===== src/rtl/sle_pkg.sv =====
package sle_pkg;
   // 32-bit sprite entry layout (downstream decodes these positions)
   localparam int ENT_W     = 32;
   localparam int WORD_W    = 16;
   localparam int TILE_W    = 10;
   localparam int PAL_W     = 3;
   localparam int VPOS_W    = 8;
   localparam int HPOS_W    = 9;
   localparam int TILE_LSB  = 0;
   localparam int PAL_LSB   = TILE_LSB + TILE_W;
   localparam int VPOS_LSB  = PAL_LSB + PAL_W;
   localparam int HPOS_LSB  = VPOS_LSB + VPOS_W;
   localparam int VFLIP_BIT = HPOS_LSB + HPOS_W;
   localparam int HFLIP_BIT = VFLIP_BIT + 1;
   // sprite geometry
   localparam int SPR_SIZE  = 16;
   localparam int ROW_W     = $clog2(SPR_SIZE);

   typedef struct packed {
      logic              hflip;
      logic              vflip;
      logic [HPOS_W-1:0] xpos;
      logic [TILE_W-1:0] tile;
      logic [PAL_W-1:0]  pal;
      logic [ROW_W-1:0]  row;
   } hit_info_t;

   typedef enum logic [2:0] {
      ST_IDLE,
      ST_RD_HI,
      ST_RD_LO,
      ST_EVAL,
      ST_EMIT,
      ST_DONE
   } scan_state_t;
endpackage


===== src/rtl/sle_entry_decode.sv =====
module sle_entry_decode
   import sle_pkg::*;
#(
   parameter int LINE_W = 8
) (
   input  logic [ENT_W-1:0]  entry_i,
   input  logic [LINE_W-1:0] line_i,
   output logic              hit_o,
   output hit_info_t         info_o
);
   localparam int SUM_W = ((LINE_W > VPOS_W) ? LINE_W : VPOS_W) + 2;

   logic [SUM_W-1:0] sum_w, vpos_w, dist_w;
   logic [ROW_W-1:0] row_raw, row_flip;

   always_comb begin
      sum_w  = SUM_W'(line_i) + SUM_W'(SPR_SIZE);
      vpos_w = SUM_W'(entry_i[VPOS_LSB +: VPOS_W]);
      dist_w = sum_w - vpos_w;
      hit_o  = (sum_w >= vpos_w) && (dist_w < SUM_W'(SPR_SIZE));
   end

   assign row_raw = dist_w[ROW_W-1:0];

   generate
      if (SPR_SIZE == (1 << ROW_W)) begin : g_row_pow2
         assign row_flip = ~row_raw;
      end else begin : g_row_any
         assign row_flip = ROW_W'(SPR_SIZE - 1) - row_raw;
      end
   endgenerate

   always_comb begin
      info_o.hflip = entry_i[HFLIP_BIT];
      info_o.vflip = entry_i[VFLIP_BIT];
      info_o.xpos  = entry_i[HPOS_LSB +: HPOS_W];
      info_o.tile  = entry_i[TILE_LSB +: TILE_W];
      info_o.pal   = entry_i[PAL_LSB +: PAL_W];
      info_o.row   = entry_i[VFLIP_BIT] ? row_flip : row_raw;
   end
endmodule


===== src/rtl/sle_scan_ctrl.sv =====
module sle_scan_ctrl
   import sle_pkg::*;
#(
   parameter  int N_SPRITES = 128,
   parameter  int MAX_HITS  = 16,
   localparam int IDX_W     = $clog2(N_SPRITES),
   localparam int ADDR_W    = IDX_W + 1
) (
   input  logic              clk,
   input  logic              rst_n,
   input  logic              start_i,
   input  logic              fetch_en_i,
   input  logic              ent_hit_i,
   input  logic              ready_i,
   output logic              accept_o,
   output logic              cap_hi_o,
   output logic              load_hit_o,
   output logic              mem_rd_o,
   output logic [ADDR_W-1:0] mem_addr_o,
   output logic              valid_o,
   output logic              done_o,
   output logic              overflow_o
);
   localparam int CNT_W = $clog2(MAX_HITS + 1);

   scan_state_t      st_q, st_d;
   logic [IDX_W-1:0] idx_q;
   logic [CNT_W-1:0] cnt_q;
   logic             ovf_q;
   logic             last, room, take, advance, pop;

   assign last     = (idx_q == IDX_W'(N_SPRITES - 1));
   assign room     = (cnt_q < CNT_W'(MAX_HITS));
   assign accept_o = (st_q == ST_IDLE) && start_i;
   assign take     = (st_q == ST_EVAL) && ent_hit_i && room;
   assign pop      = (st_q == ST_EMIT) && ready_i;
   assign advance  = ((st_q == ST_EVAL) && !take) || pop;

   always_comb begin
      st_d = st_q;
      case (st_q)
         ST_IDLE:  if (start_i) st_d = fetch_en_i ? ST_RD_HI : ST_DONE;
         ST_RD_HI: st_d = ST_RD_LO;
         ST_RD_LO: st_d = ST_EVAL;
         ST_EVAL:  st_d = take ? ST_EMIT : (last ? ST_DONE : ST_RD_HI);
         ST_EMIT:  if (ready_i) st_d = last ? ST_DONE : ST_RD_HI;
         ST_DONE:  st_d = ST_IDLE;
         default:  st_d = ST_IDLE;
      endcase
   end

   always_ff @(posedge clk) begin
      if (!rst_n) begin
         st_q  <= ST_IDLE;
         idx_q <= '0;
         cnt_q <= '0;
         ovf_q <= 1'b0;
      end else begin
         st_q <= st_d;
         if (accept_o) begin
            idx_q <= '0;
            cnt_q <= '0;
            ovf_q <= 1'b0;
         end else begin
            if (advance && !last) idx_q <= idx_q + 1'b1;
            if (pop) cnt_q <= cnt_q + 1'b1;
            if ((st_q == ST_EVAL) && ent_hit_i && !room) ovf_q <= 1'b1;
         end
      end
   end

   assign cap_hi_o   = (st_q == ST_RD_LO);
   assign load_hit_o = take;
   assign mem_rd_o   = (st_q == ST_RD_HI) || (st_q == ST_RD_LO);
   assign mem_addr_o = {idx_q, (st_q == ST_RD_LO)};
   assign valid_o    = (st_q == ST_EMIT);
   assign done_o     = (st_q == ST_DONE);
   assign overflow_o = ovf_q;
endmodule


===== src/rtl/sprite_line_eval.sv =====
module sprite_line_eval
   import sle_pkg::*;
#(
   parameter  int N_SPRITES = 128,
   parameter  int MAX_HITS  = 16,
   parameter  int LINE_W    = 8,
   localparam int ADDR_W    = $clog2(N_SPRITES) + 1
) (
   input  logic              clk,
   input  logic              rst_n,
   input  logic              start_i,
   input  logic [LINE_W-1:0] line_i,
   input  logic              fetch_en_i,
   output logic              mem_rd_o,
   output logic [ADDR_W-1:0] mem_addr_o,
   input  logic [WORD_W-1:0] mem_data_i,
   output logic              hit_valid_o,
   input  logic              hit_ready_i,
   output logic              hit_hflip_o,
   output logic              hit_vflip_o,
   output logic [HPOS_W-1:0] hit_xpos_o,
   output logic [TILE_W-1:0] hit_tile_o,
   output logic [PAL_W-1:0]  hit_pal_o,
   output logic [ROW_W-1:0]  hit_row_o,
   output logic              done_o,
   output logic              overflow_o
);
   initial begin
      assert (N_SPRITES >= 2) else $error("N_SPRITES must be at least 2");
      assert (MAX_HITS >= 1) else $error("MAX_HITS must be at least 1");
      assert (LINE_W >= 1 && LINE_W <= 12) else $error("LINE_W out of range");
      assert (ENT_W == 2 * WORD_W) else $error("entry must be two words");
   end

   logic              accept, cap_hi, load_hit, ent_hit;
   logic [LINE_W-1:0] line_q;
   logic [WORD_W-1:0] hi_q;
   hit_info_t         ent_info, hit_q;

   sle_scan_ctrl #(
      .N_SPRITES(N_SPRITES),
      .MAX_HITS (MAX_HITS)
   ) u_ctrl (
      .clk       (clk),
      .rst_n     (rst_n),
      .start_i   (start_i),
      .fetch_en_i(fetch_en_i),
      .ent_hit_i (ent_hit),
      .ready_i   (hit_ready_i),
      .accept_o  (accept),
      .cap_hi_o  (cap_hi),
      .load_hit_o(load_hit),
      .mem_rd_o  (mem_rd_o),
      .mem_addr_o(mem_addr_o),
      .valid_o   (hit_valid_o),
      .done_o    (done_o),
      .overflow_o(overflow_o)
   );

   sle_entry_decode #(
      .LINE_W(LINE_W)
   ) u_dec (
      .entry_i({hi_q, mem_data_i}),
      .line_i (line_q),
      .hit_o  (ent_hit),
      .info_o (ent_info)
   );

   always_ff @(posedge clk) begin
      if (!rst_n) begin
         line_q <= '0;
         hi_q   <= '0;
         hit_q  <= '0;
      end else begin
         if (accept)   line_q <= line_i;
         if (cap_hi)   hi_q   <= mem_data_i;
         if (load_hit) hit_q  <= ent_info;
      end
   end

   assign hit_hflip_o = hit_q.hflip;
   assign hit_vflip_o = hit_q.vflip;
   assign hit_xpos_o  = hit_q.xpos;
   assign hit_tile_o  = hit_q.tile;
   assign hit_pal_o   = hit_q.pal;
   assign hit_row_o   = hit_q.row;
endmodule


===== config.mk =====
export PLATFORM = sky130hd
export DESIGN_NAME = sprite_line_eval
export DESIGN_NICKNAME = d
export VERILOG_FILES = /design/src/rtl/sle_pkg.sv /design/src/rtl/sle_entry_decode.sv /design/src/rtl/sle_scan_ctrl.sv /design/src/rtl/sprite_line_eval.sv
export SDC_FILE = /design/constraint.sdc
export NUM_CORES = 1
export LEC_CHECK = 0
export CAP_MARGIN = 20
export CELL_PAD_IN_SITES_DETAIL_PLACEMENT = 0
export CELL_PAD_IN_SITES_GLOBAL_PLACEMENT = 1
export CORE_MARGIN = 10
export CORE_UTILIZATION = 34
export DETAILED_ROUTE_END_ITERATION = 7
export PLACE_DENSITY = 0.85
export RECOVER_POWER = 100
export SYNTH_ARGS = -nofsm -noshare
export SYNTH_HDL_FRONTEND = slang
export SYNTH_SLANG_ARGS = --single-unit

===== constraint.sdc =====
create_clock -name clk -period 3 [get_ports clk]
set_clock_uncertainty 0.05 [all_clocks]
set_input_delay 0.45 -clock clk [delete_from_list [all_inputs] [get_ports clk]]
set_output_delay 0.45 -clock clk [all_outputs]
set_load 0.05 [all_outputs]

==> reports/qor.yml, run 1 <==
status:
  status: "completed"
finish:
  final_cell_mix: "nand2_1 (70), dfxtp_1 (67), dlygate4sd3_1 (40)"
  drive_above_1_share_pct: 11.5
  n_antenna_cell: 0
  multi_input_area_sq_um: 1840
  final_cells: 589
  post-route-util_pct: 48.2
  regArea_sq_um: 1360
  layout_commonest_cell: "nand2_1"
  area_growth_pct: 36.5
  nFillCells: 896
  fin_nets: 496
  final_area_sq_um: 4500
floorplan:
  die_y_microns: 118
  rows: 35
  start_util_pct: 35.3
  dieArea_sq_um: 14000
  die_w_microns: 118
  num_io_pins: 69
  core-area_sq_um: 9330
hold_path:
  hold_start: "mem_data_i[14]"
  whs_path_depth: 3
  hold_path_end: "hi_q[14]"
  hp-class: "in2reg"
timing:
  finalMaxSlewViolations: 0
  tns_ns: 0
  hold_viol: 0
  whs_ns: 0.376
  max_freq_ghz: 0.352
  fin_crit_sh_pct: 94.8
  setup_violations: 0
  worst_slack_ns: 0.157
  tightest_slew_ns: 0.844
  slew_headroom_pct: 43.7
  fin_crit_ns: 2.84
  rsz0062_at_grt: "true"
worst_setup_path:
  r2r_start: "line_q[4]"
  r2r.worst_path.cells: 13
  cp.arrival_ns: 3.07
  rr_endpoint: "u_ctrl.st_q[2]"
  cp_max_fo: 4
  startpoint_type: "input pin"
  worst-endpoint-required_ns: 3.22
  crit_path_end_kind: "register"
  path_class: "in2reg"
  ff2ff_setup_slack_ns: 0.18
power:
  p_per_area_nw_per_um2: 591
  leakage_nw: 1.85
  peakVddDrop_v: 0.000293
  fin_total_pwr_mw: 2.66
synthesis:
  netlist_instances: 372
  async_flop_share_pct: 0
  syn-num-nets: 413
  yosysUniqueCellTypes: 46
  synth-seq-cells: 68
  syn_avg_cell_area_sq_um: 8.86
  syn_area_sq_um: 3300
  seq_area_frac_synth_pct: 41.3
  yosys_most_used_dff: "dfxtp_1"
  yosys_warnings: 0
  synth_edf_count: 0
grt:
  busiest_layer: "met2"
  gr-usage-met1_pct: 13.6
  met3_usage_pct: 4.47
  grtUsageTotal_pct: 12.0
  grt_overflow: 0
  grtUsageMet2_pct: 20.2
  antenna_found_initial: 0
  grt_pass1_wl_microns: 14200
  first_global_vias: 2883
  grt_max_degree: 47
clocking:
  clockBufferDepth: 2
  ctsHoldBuffers: 0
  cts_root_buf: "clkbuf_8"
  clock_latency_ns: 0.34
  numCtsBuffers: 9
  clk_pin_slew_worst_paths_ns: 0.08
  cts_htree_levels: 3
  clock-sinks: 68
  tritoncts: "done"
placement:
  pre_cts_ws_ns: -0.473
  io_buffers: 68
  placedCellCount: 569
  placed_cell_area_sq_um: 4200
  gp_congestion: 0.862
  hpwl_microns: 6190
drt:
  via_count: 2755
  ant_nets: 0
  drcViolationCount: 0
  wl_per_cell_microns: 14.1
  routed_via_density: 4.68
  drt_iter0_drc: 67
  wirelength_microns: 8300
  detail_route.first_pass.iterations: 4
run:
  maxCapViolCount: 0
## cells in the mapped netlist (3+ instances only)
| library cell | number | area share, % |
|---|---|---|
| nand3_1 | 10 | 1.5 |
| nand2_1 | 70 | 8.0 |
| inv_1 | 13 | 1.5 |
| or2_2 | 3 | 0.57 |
| dfxtp_1 | 68 | 41 |
| xor2_1 | 5 | 1.3 |
| nor2_1 | 16 | 1.8 |
| o21ai_0 | 4 | 0.61 |
| nor3_1 | 3 | 0.46 |
| nand4_1 | 3 | 0.57 |
| nor2b_1 | 26 | 4.9 |
| and3_1 | 6 | 1.1 |
| clkbuf_1 | 13 | 1.5 |
| o21ai_1 | 6 | 0.91 |
| and2_1 | 3 | 0.57 |
| mux2i_1 | 34 | 10 |
| nand2b_1 | 6 | 1.1 |
| a21oi_1 | 6 | 0.91 |
| xnor2_1 | 10 | 2.7 |
| ha_1 | 11 | 4.2 |
| a21boi_0 | 24 | 5.5 |
| buf_4 | 3 | 0.68 |
## registers in the layout, summed over array words and instances (netlist names)
signal / flops
hit_tile_o: 10
u_ctrl.cnt_q: 5
line_q: 8
hit_pal_o: 3
hi_q: 16
u_ctrl.overflow_o: 1
u_ctrl.idx_q: 7
hit_row_o: 4
hit_hflip_o: 1
hit_xpos_o: 9
u_ctrl.st_q: 3
hit_vflip_o: 1
## logic make-up (layout without fill, tap and decap cells)
group	count (synthesis)	in the layout	share of synthesized area, %
and+or+nand+nor	153	153	22.8
DFF	68	68	41.3
AOI/OAI and AO/OA	58	58	12.6
muxes	34	34	10.3
buffers and inverters	32	120	4.25
xor gates and xnor gates	15	15	3.98
adders and majority gates	12	12	4.78
## what timing repair did
action,4_1_cts,5_1_grt
pin swaps,5,6
endpoints found under the setup margin,37,37
setup buffers,3,1
gates resized for setup,5,9
## cell type report
class                           count  area share (%)
Inverter                           14            1.17
Tap cell                          129            3.59
Clock inverter                      6            2.50
Multi-Input combinational cell    272            40.8
Timing Repair Buffer               90            18.8
Clock buffer                       10            2.84
Sequential cell                    68            30.3
## how the worst max path moves through the flow
stage	cells after the start	start	to
after global placement	13	mem_data_i[13]	hit_tile_o[8]
after detailed placement	13	mem_data_i[13]	hit_xpos_o[5]
after CTS	13	mem_data_i[14]	u_ctrl.st_q[2]
after floorplan	12	mem_data_i[13]	u_ctrl.idx_q[6]
final	13	mem_data_i[15]	u_ctrl.idx_q[3]
after global routing	14	mem_data_i[15]	u_ctrl.idx_q[5]
## critical path, cell delays in order
cell and delay, ns:
clkdlybuf4s50_1 0.50, inv_1 0.09, ha_4 0.26, o21ai_0 0.16
a21oi_1 0.08, or4_1 0.42, a41oi_2 0.23, buf_4 0.16
nor4_4 0.04, buf_4 0.17, buf_4 0.14, o21ai_1 0.17
mux2i_1 0.19
## layer usage
layer,wire (microns),vias up
met5,0,-
met4,135,0
met3,514,11
met2,4030,43
met1,3620,1278
li1,-,1423
## where the power goes
| part | total [mW] | internal (mW) | switching [mW] | leakage (nW) |
|---|---|---|---|---|
| registers | 1.00 | 0.956 | 0.0461 | 0.550 |
| clock network | 0.915 | 0.554 | 0.361 | 0.120 |
| logic | 0.744 | 0.338 | 0.406 | 1.18 |
Power figures use the tool's default switching activity.
==> inputs of run 2 (changes only) <==
--- a/config.mk
+++ b/config.mk
@@ -5,6 +5,7 @@
 export SDC_FILE = /design/constraint.sdc
 export NUM_CORES = 1
 export LEC_CHECK = 0
+export ABC_CLOCK_PERIOD_IN_PS = 3000
 export CAP_MARGIN = 20
 export CELL_PAD_IN_SITES_DETAIL_PLACEMENT = 0
 export CELL_PAD_IN_SITES_GLOBAL_PLACEMENT = 1
@@ -13,6 +14,7 @@
 export DETAILED_ROUTE_END_ITERATION = 7
 export PLACE_DENSITY = 0.85
 export RECOVER_POWER = 100
+export SLEW_MARGIN = 20
 export SYNTH_ARGS = -nofsm -noshare
 export SYNTH_HDL_FRONTEND = slang
 export SYNTH_SLANG_ARGS = --single-unit
==> results of run 2 <==
The final DEF is identical to that of run 1; final timing and power are the same.
